$ cat src/rtl/audio_rec_play_ctrl.sv
module audio_rec_play_ctrl #(
  parameter int ADDR_W   = 12,
  parameter int WORD_W   = 16,
  parameter int SAMPLE_W = 12
) (
  input  logic                clk,
  input  logic                rst_n,
  input  logic                rec_req,
  input  logic                play_req,
  input  logic [SAMPLE_W-1:0] adc_sample,
  input  logic [WORD_W-1:0]   ram_rdata,
  output logic [ADDR_W-1:0]   ram_addr,
  output logic                ram_en,
  output logic                ram_we,
  output logic [WORD_W-1:0]   ram_wdata,
  output logic                adc_ld,
  output logic                adc_buf_en,
  output logic                dac_ld,
  output logic [SAMPLE_W-1:0] dac_data,
  output logic                done
);
  localparam logic [ADDR_W-1:0] LAST_ADDR = '1;
  localparam int PAD_W = WORD_W - SAMPLE_W;

  typedef enum logic [2:0] {IDLE, REC, PLAY, REC_END, PLAY_END} state_t;

  state_t            state;
  logic [ADDR_W-1:0] a;
  logic              read_q;
  logic              at_last;
  logic              unused_hi;

  assign at_last = (a == LAST_ADDR);

  always_ff @(posedge clk) begin
    if (!rst_n) begin
      state  <= IDLE;
      a      <= '0;
      read_q <= 1'b0;
    end else begin
      read_q <= (state == PLAY);
      case (state)
        IDLE: begin
          if (rec_req) begin
            state <= REC;
            a     <= '0;
          end else if (play_req) begin
            state <= PLAY;
            a     <= '0;
          end
        end
        REC: begin
          if (at_last) state <= REC_END;
          else         a     <= a + 1'b1;
        end
        PLAY: begin
          if (at_last) state <= PLAY_END;
          else         a     <= a + 1'b1;
        end
        default: state <= IDLE;
      endcase
    end
  end

  assign ram_addr   = a;
  assign ram_en     = (state == REC) || (state == PLAY);
  assign ram_we     = (state == REC);
  assign adc_ld     = (state == REC);
  assign adc_buf_en = (state == REC);
  assign ram_wdata  = adc_buf_en ? {{PAD_W{1'b0}}, adc_sample} : '0;
  assign dac_ld     = read_q;
  assign dac_data   = ram_rdata[SAMPLE_W-1:0];
  assign done       = (state == REC_END) || (state == PLAY_END);
  assign unused_hi  = ^ram_rdata[WORD_W-1:SAMPLE_W];
endmodule

$ cat config.mk
export PLATFORM = sky130hd
export DESIGN_NAME = audio_rec_play_ctrl
export DESIGN_NICKNAME = d
export VERILOG_FILES = /design/src/rtl/audio_rec_play_ctrl.sv
export SDC_FILE = /design/constraint.sdc
export NUM_CORES = 1
export LEC_CHECK = 0
export ABC_AREA = 1
export BUFFER_PORTS_ARGS = -buffer_cell sky130_fd_sc_hd__buf_2
export CAP_MARGIN = 30
export CORE_MARGIN = 3
export CORE_UTILIZATION = 33
export CTS_CLUSTER_SIZE = 8
export DETAILED_ROUTE_END_ITERATION = 16
export GPL_ROUTABILITY_DRIVEN = 0
export GPL_TIMING_DRIVEN = 0
export PLACE_DENSITY_LB_ADDON = 0.15
export REMOVE_ABC_BUFFERS = 1
export SETUP_SLACK_MARGIN = 0.2
export SLEW_MARGIN = 40
export SYNTH_ARGS = -nofsm -noshare
export SYNTH_HDL_FRONTEND = slang
export SYNTH_SLANG_ARGS = --single-unit
$ cat constraint.sdc
create_clock -name clk -period 3.6 [get_ports clk]
set_input_delay 0.36 -clock clk [delete_from_list [all_inputs] [get_ports clk]]
set_output_delay 0.36 -clock clk [all_outputs]
set_load 0.1 [all_outputs]
=== Yosys cells after proc, flatten, opt, wreduce, memory -nomap -nowiden ===
Cells that the tools add are included.
Widths: inputs -> output; s select.

* Mux-type cells: 10
* Reductions and logical operators: 7
* Equality and inequality tests: 9
* Add/sub/neg operators: 1

{| class="wikitable"
|+ Operators with widths
! cell !! count
|-
| $mux 12 || 4
|-
| $pmux 12 s2 || 1
|-
| $add 12x1->12 const B || 1
|-
| $eq 12x12->1 const B || 1
|-
| $mux 3 || 4
|-
| $pmux 3 s3 || 1
|-
| $eq 3x2->1 const B || 2
|-
| $reduce_and 3->1 || 2
|-
| $ne 2x2->1 const B || 2
|-
| $eq 3x1->1 const B || 1
|-
| $eq 3x3->1 const B || 1
|-
| $logic_not 3->1 || 1
|-
| $ne 3x3->1 const B || 1
|-
| $logic_or 1x1->1 || 2
|-
| $ne 2x1->1 const B || 1
|-
| $reduce_bool 2->1 || 1
|-
| $reduce_or 2->1 || 1
|}

* Flip-flop bits (word level): 16
* Input port bits: 32
* Logic and storage cells: 30
* Output and inout bits: 46

=== Logic depth before layout (Yosys ltp) ===
Gate-level depths: netlist of run 1.

* Word-level depth: 4
* Mapped depth: 9
* Depth with buffers taken out: 9

=== Worst setup path after synthesis of run 1 ===
No wires, ideal clock.

* Kind: reg2out
* Start: reg state[0]
* End: out ram_wdata[10]
* Buffers on the path: 1
* Slack: 1.196 ns
* Data required time: 3.240 ns
* Arrival: 2.044 ns
* Stages on the path, launching flop included: 4
* Cells stage by stage: dfxtp_1 nand3_2 clkbuf_1 nor2_1

* Cells in the longest elaborated chain, start to end: 2

{| class="wikitable"
|+ RTL lines
! element !! line !! text
|-
| from (decl) || 27 || <nowiki>state_t state;</nowiki>
|-
| from (signal assigned) || 37 || <nowiki>state <= IDLE;</nowiki>
|-
| from (signal assigned) || 45 || <nowiki>state <= REC;</nowiki>
|-
| from (signal assigned) || 48 || <nowiki>state <= PLAY;</nowiki>
|-
| $eq 3x1->1 || 69 || <nowiki>assign adc_buf_en = (state == REC);</nowiki>
|-
| $mux 12 || 70 || <nowiki>assign ram_wdata = adc_buf_en ? {{PAD_W{1'b0}}, adc_sample} : '0;</nowiki>
|-
| to (decl) || 15 || <nowiki>output logic [WORD_W-1:0] ram_wdata,</nowiki>
|}

Every way passes these cells.

=== Worst setup path in the final report of run 1 ===
* Start: reg state[0]
* End: out ram_en

* Cells in the longest elaborated chain, start to end: 2
* Elaborated cells between the ends (all ways): 3
* Classes of those cells: 2 x eq/ne; 1 x reduce/logical

{| class="wikitable"
|+ RTL lines
! element !! line !! text
|-
| $eq 3x1->1 or $eq 3x2->1 (tied branches) || 66 || <nowiki>assign ram_en = (state == REC) || (state == PLAY);</nowiki>
|-
| $logic_or 1x1->1 (*) || 66 ||
|-
| to (decl) || 13 || <nowiki>output logic ram_en,</nowiki>
|}

Every way passes the cells marked *; elsewhere a longest branch is shown, timed or not.

==> impl_metrics.json, run 1 <==
{
  "dr.first_iter.drc_count": 68,
  "maxCapViolCount": 0,
  "synth_adder_area_share_pct": 1.001,
  "grt_pass1_wl_mm": 5.264,
  "yosysWarnings": 0,
  "p_int_uw": 425.5,
  "fmax_ghz": 0.4754,
  "drive_gt1_share_pct": 30.21,
  "worst_path_largest_cell_delay_ns": 0.47,
  "post_cts_buffers": 0,
  "vdd_drop_max_uv": 402.0,
  "final_nets": 269,
  "syn-cell-area_um2": 1250,
  "dieHeight_um": 67.55,
  "clkSinkCount": 16,
  "wirelength_mm": 3.229,
  "finalSetupViolations": 0,
  "vias": 1237,
  "p_switching_uw": 772.1,
  "start_util_pct": 35.77,
  "dp_hpwl_mm": 2.493,
  "end_kind": "output port",
  "cts_resized": 0,
  "critPathLaunchType": "flop",
  "grt_max_degree": 17,
  "synth.area.mux_share_pct": 0,
  "track_usage_pct": 15.33,
  "core_region_area_um2": 3495,
  "hold_buffers": 0,
  "cts_tree": "yes",
  "numCtsBuffers": 3,
  "synthXorXnorAreaFrac_pct": 0,
  "firstDrtPassIters": 4,
  "num_antenna_cells": 0,
  "crit_path_top_delay_cell": "buf_2",
  "syn_avg_cell_area_um2": 6.127,
  "dieWidth_um": 67.55,
  "rsz0062_at_grt": "false",
  "sw_frac_of_total_pct": 64.47,
  "grt_overflow_total": 0,
  "netlist_instances": 204,
  "synth.distinct_cells": 24,
  "cp.arrival_ns": 1.74,
  "rows": 21,
  "clockPowerShare_pct": 13.9,
  "insertion_delay_ns": 0.26,
  "finClkSkew_ns": 0.003991,
  "cp.required_ns": 3.24,
  "root_buffer": "clkbuf_8",
  "slew_violations": 0,
  "synth_compound_area_share_pct": 5.706,
  "synth_top_family_by_area": "simple AND/OR/NAND/NOR gates",
  "critPathMaxFanout": 16,
  "finalCritPeriodShare_pct": 58.43,
  "ys_seq_elements": 16,
  "grt_pass1_vias": 1135,
  "hold_slack_ns": 0.3850,
  "ys_seq_area_share_pct": 25.63,
  "cts.clk_slew.worst_paths_ns": 0.07,
  "io_buffers": 45,
  "drc": 0,
  "leakage_uw": 0.0007558,
  "crit_type": "reg -> out",
  "yosys.area_share.simple_pct": 45.45,
  "hold_path.class": "in -> reg",
  "antenna_left": 0,
  "tns_ns": 0,
  "crit_chain": "nand3_2, nand2_4, buf_2",
  "die_area_um2": 4562,
  "combPwrFrac_pct": 65.9,
  "viasPerCell": 4.402,
  "status": "complete, no violations",
  "fin_crit_ns": 2.104,
  "antenna_found_initial": 0,
  "clockBufferDepth": 2,
  "powerDensity_nw_per_um2": 830.9,
  "wl_per_cell_um": 11.49,
  "hold_viol": 0,
  "area_delta_synth_final_pct": 15.32,
  "power.share.sequential_pct": 20.2,
  "htree_levels": 1,
  "io_pins": 78
}
[final timing paths]
path,end,from,cells past startpoint,slack [ns]
hold / removal,ram_addr[5]$_SDFFE_PN0P_,rst_n,3,0.39
setup / recovery,ram_en,state[0]$_SDFFE_PN0P_,3,1.50
hold reg to reg,ram_addr[6]$_SDFFE_PN0P_,ram_addr[6]$_SDFFE_PN0P_,2,0.52
setup reg to reg,ram_addr[0]$_SDFFE_PN0P_,ram_addr[0]$_SDFFE_PN0P_,8,2.00
[cells in the mapped netlist]
cell type  count  area, µm²
a21oi_1       10      50.05
nand2_2        1      6.260
clkbuf_1       2      7.510
nand3_1       24      120.1
buf_4         18      135.1
nor3_1         2      10.01
dfxtp_1       16      320.3
nor2_1        29      108.9
nand3_4        1      17.52
nand3_2        2      20.02
inv_2          4      15.01
o21ai_2        1      8.760
inv_1         27      101.4
nand2_1       47      176.4
buf_8          1      15.01
o21ai_0        1      5.000
ha_1           1      12.51
or2_2          3      18.77
nand2_4        2      22.52
nor2_4         1      11.26
o21bai_1       1      7.510
conb_1         1      3.750
nand4_1        2      12.51
nor2_2         7      43.79
[cell usage in the layout, fill, tap and decap left out]
| cell | synthesis | layout |
|---|---|---|
| nand2_1 | 47 | 47 |
| buf_2 | 0 | 45 |
| nor2_1 | 29 | 29 |
| inv_1 | 27 | 27 |
| nand3_1 | 24 | 24 |
| dfxtp_1 | 16 | 16 |
| a21oi_1 | 10 | 10 |
| nor2_2 | 7 | 7 |
| inv_2 | 4 | 4 |
| conb_1 | 1 | 4 |
| clkbuf_8 | 0 | 4 |
| or2_2 | 3 | 3 |
| nand3_2 | 2 | 2 |
| nand2_4 | 2 | 2 |
| nor3_1 | 2 | 2 |
| nand4_1 | 2 | 2 |
| nand2_2 | 1 | 1 |
| o21ai_0 | 1 | 1 |
| nor2_4 | 1 | 1 |
| nand3_4 | 1 | 1 |
| o21bai_1 | 1 | 1 |
| o21ai_2 | 1 | 1 |
| ha_1 | 1 | 1 |
[metal layers]
layer	vias to the layer above	track usage, %	share of wire, %
li1	670	-	-
met1	534	18.25	45
met2	31	24.91	47
met3	2	6.988	7.0
met4	0	3.038	0.56
met5	-	3.750	0
[power groups by stage]
| stage | Clock, µW | Combinational, µW | Sequential [µW] |
|---|---|---|---|
| 6_report | 167 | 789 | 242 |
| 5_1_grt | 183 | 837 | 248 |
| 4_1_cts | 173 | 795 | 242 |
| 3_5_place_dp | 0 | 793 | 247 |
| 3_3_place_gp | 0 | 793 | 248 |
| 2_1_floorplan | 0 | 567 | 352 |
[per-stage QoR]
step | power [µW] | setup WS [ns] | utilization (%) | cell area (µm²) | instances
3_3_place_gp | 1041 | 1.754 | 39.67 | 1386 | 277
6_report | 1198 | 1.496 | 41.25 | 1441 | 281
3_5_place_dp | 1039 | 1.770 | 39.67 | 1386 | 277
4_1_cts | 1210 | 1.483 | 41.25 | 1441 | 281
5_1_grt | 1268 | 1.376 | 41.25 | 1441 | 281
2_1_floorplan | 919.0 | 0.8099 | - | 1104 | 186
[flip-flops by register name (all words and copies together) (netlist names)]
signal / flops
ram_addr: 12
state: 3
dac_ld: 1
[worst max-delay path, delay by kind of cell, from the launching register on]
kind                   cells  cell delay (ns)
and+or+nand+nor            2             0.59
buffers and inverters      1             0.47
DFF                        1             0.43
[layout make-up]
type,count,area [µm²]
Timing Repair Buffer,45,225.2
Multi-Input combinational cell,139,666.9
Sequential cell,16,320.3
Fill cell,409,2053
Clock buffer,4,55.05
Tap cell,46,57.56
Inverter,31,116.4
[cells by family after synthesis]
kind of cell / after synthesis
DFF: 16
adders and majority gates: 1
other: 1
and+or+nand+nor: 121
AOI/OAI and AO/OA: 13
buffers and inverters: 52
(Power assumes the default switching activity.)
==> run 2: changes to the inputs <==
clock period = 1.8 ns   (was 3.6 ns; I/O delays follow)
==> run 2 against run 1 <==
Design area grew 9.1%. Via count grew 3.8%. Final cell count grew 0.36%. Wire length grew 7.7%. Clock power grew 100%. Die area is the same. Largest power group unchanged. Critical path type unchanged. Sequential cell count is the same.
==> impl_metrics.json, run 2 (same netlist as run 1, synthesis figures left out) <==
{
  "status": "complete, no violations",
  "cts.clk_slew.worst_paths_ns": 0.07,
  "pre_cts_slack_ns": 0.1504,
  "fin_crit_ns": 1.546,
  "vias": 1284,
  "area_delta_synth_final_pct": 25.83,
  "clockBufferDepth": 2,
  "hold_viol": 0,
  "rsz0062_at_grt": "true",
  "multi_input_area_um2": 713.2,
  "final_nets": 270,
  "cp.required_ns": 1.62,
  "fmax_ghz": 0.6468,
  "io_buffers": 45,
  "dr.first_iter.drc_count": 53,
  "dieWidth_um": 67.55,
  "start_util_pct": 35.77,
  "cp.arrival_ns": 1.37,
  "fin_area_um2": 1573,
  "crit_path_top_delay_cell": "dfxtp_1",
  "core_region_area_um2": 3495,
  "crit_type": "reg -> out",
  "numCtsBuffers": 3,
  "powerDensity_nw_per_um2": 1650,
  "antenna_left": 0,
  "critPathMaxFanout": 8,
  "vdd_drop_max_uv": 830.6,
  "firstDrtPassIters": 4,
  "die_area_um2": 4562,
  "maxCapViolCount": 0,
  "wl_per_cell_um": 12.33,
  "final_common_cell": "nand2_1",
  "end_kind": "output port",
  "viasPerCell": 4.553,
  "critPathLaunchType": "flop",
  "wirelength_mm": 3.478,
  "grt_pass1_vias": 1146,
  "largest_reg_flops": 12,
  "timing.final.ws_setup_ns": 0.2540,
  "rows": 21,
  "crit_chain": "inv_2, nand3_4, nor2_2, buf_6",
  "grt_max_degree": 17,
  "track_usage_pct": 15.68,
  "finalCritPeriodShare_pct": 85.89,
  "insertion_delay_ns": 0.26,
  "io_pins": 78,
  "place_area_um2": 1386,
  "ff_latch_area_um2": 325.3,
  "finalSetupViolations": 0,
  "dieHeight_um": 67.55,
  "antenna_found_initial": 0,
  "hold_buffers": 0,
  "dp_hpwl_mm": 2.493,
  "cts_tree": "yes",
  "root_buffer": "clkbuf_8",
  "slew_violations": 0,
  "drc": 0,
  "leakage_uw": 0.0007718,
  "finClkSkew_ns": 0.001769,
  "hold_path.class": "in -> reg",
  "grt_pass1_wl_mm": 5.368,
  "drive_gt1_share_pct": 33.90,
  "fillerInstances": 393,
  "grt_overflow_total": 0,
  "most-common-layout-cells": "nand2_1 (47), buf_2 (28), inv_1 (27), nor2_1 (26), nand3_1 (23)",
  "worst_path_largest_cell_delay_ns": 0.35,
  "num_antenna_cells": 0,
  "htree_levels": 1,
  "clkSinkCount": 16
}
-- run 2: changes by cell type in the layout (fill, tap and decap cells not counted), sizes merged --
| cell | change |
|---|---|
| clkbuf | +1 |
| nand3 | +1 |
| buf | -1 |
-- run 2: power by group --
group | switching (µW) | total, µW | internal (µW)
sequential | 87.0 | 501 | 414
combinational | 1390 | 1760 | 367
clock | 143 | 338 | 195
-- run 2: layout make-up --
class	count	share of cell area (%)
sequential	16	20.68
timing repair buffer	45	19.41
clock buffer	4	3.500
inverter	31	7.399
tap	46	3.660
multi-input combinational	140	45.35
-- run 2: metrics by stage --
step                power [µW]  setup TNS (ns)  util (%)  instances  hold slack (ns)
floorplan                 1838          -11.10         -        186           0.3041
global placement          2082               0     39.67        277           0.3613
detailed placement        2079               0     39.67        277           0.3613
CTS                       2524               0     43.11        281           0.1960
global route              2734               0     45.01        282           0.2037
finish                    2595               0     45.01        282           0.2049
-- run 2: repair_timing --
item	in CTS	in global routing
gates cloned	0	1
endpoints found under the setup margin	17	30
resized for setup	21	17
buffers inserted	0	0
-- run 2: routing by layer --
metal | wire [µm] | GRT usage (%) | up-vias
li1 | - | - | 673
met1 | 1549 | 18.76 | 576
met2 | 1680 | 25.52 | 33
met3 | 231 | 6.988 | 2
met4 | 18 | 3.038 | 0
met5 | 0 | 3.750 | -
-- run 2: critical path, delay by kind of cell (launching register included) --
kind          cells  cell delay (ns)
buf+inv           2             0.40
flops             1             0.35
simple gates      2             0.36
-- run 2: final timing paths --
path	endpoint	start	slack (ns)	cells after the start
hold / removal	ram_addr[5]$_SDFFE_PN0P_	rst_n	0.20	3
setup / recovery	ram_wdata[10]	state[2]$_SDFFE_PN0P_	0.25	4
setup reg to reg	ram_addr[0]$_SDFFE_PN0P_	ram_addr[0]$_SDFFE_PN0P_	0.32	8
hold reg to reg	ram_addr[1]$_SDFFE_PN0P_	ram_addr[1]$_SDFFE_PN0P_	0.51	2
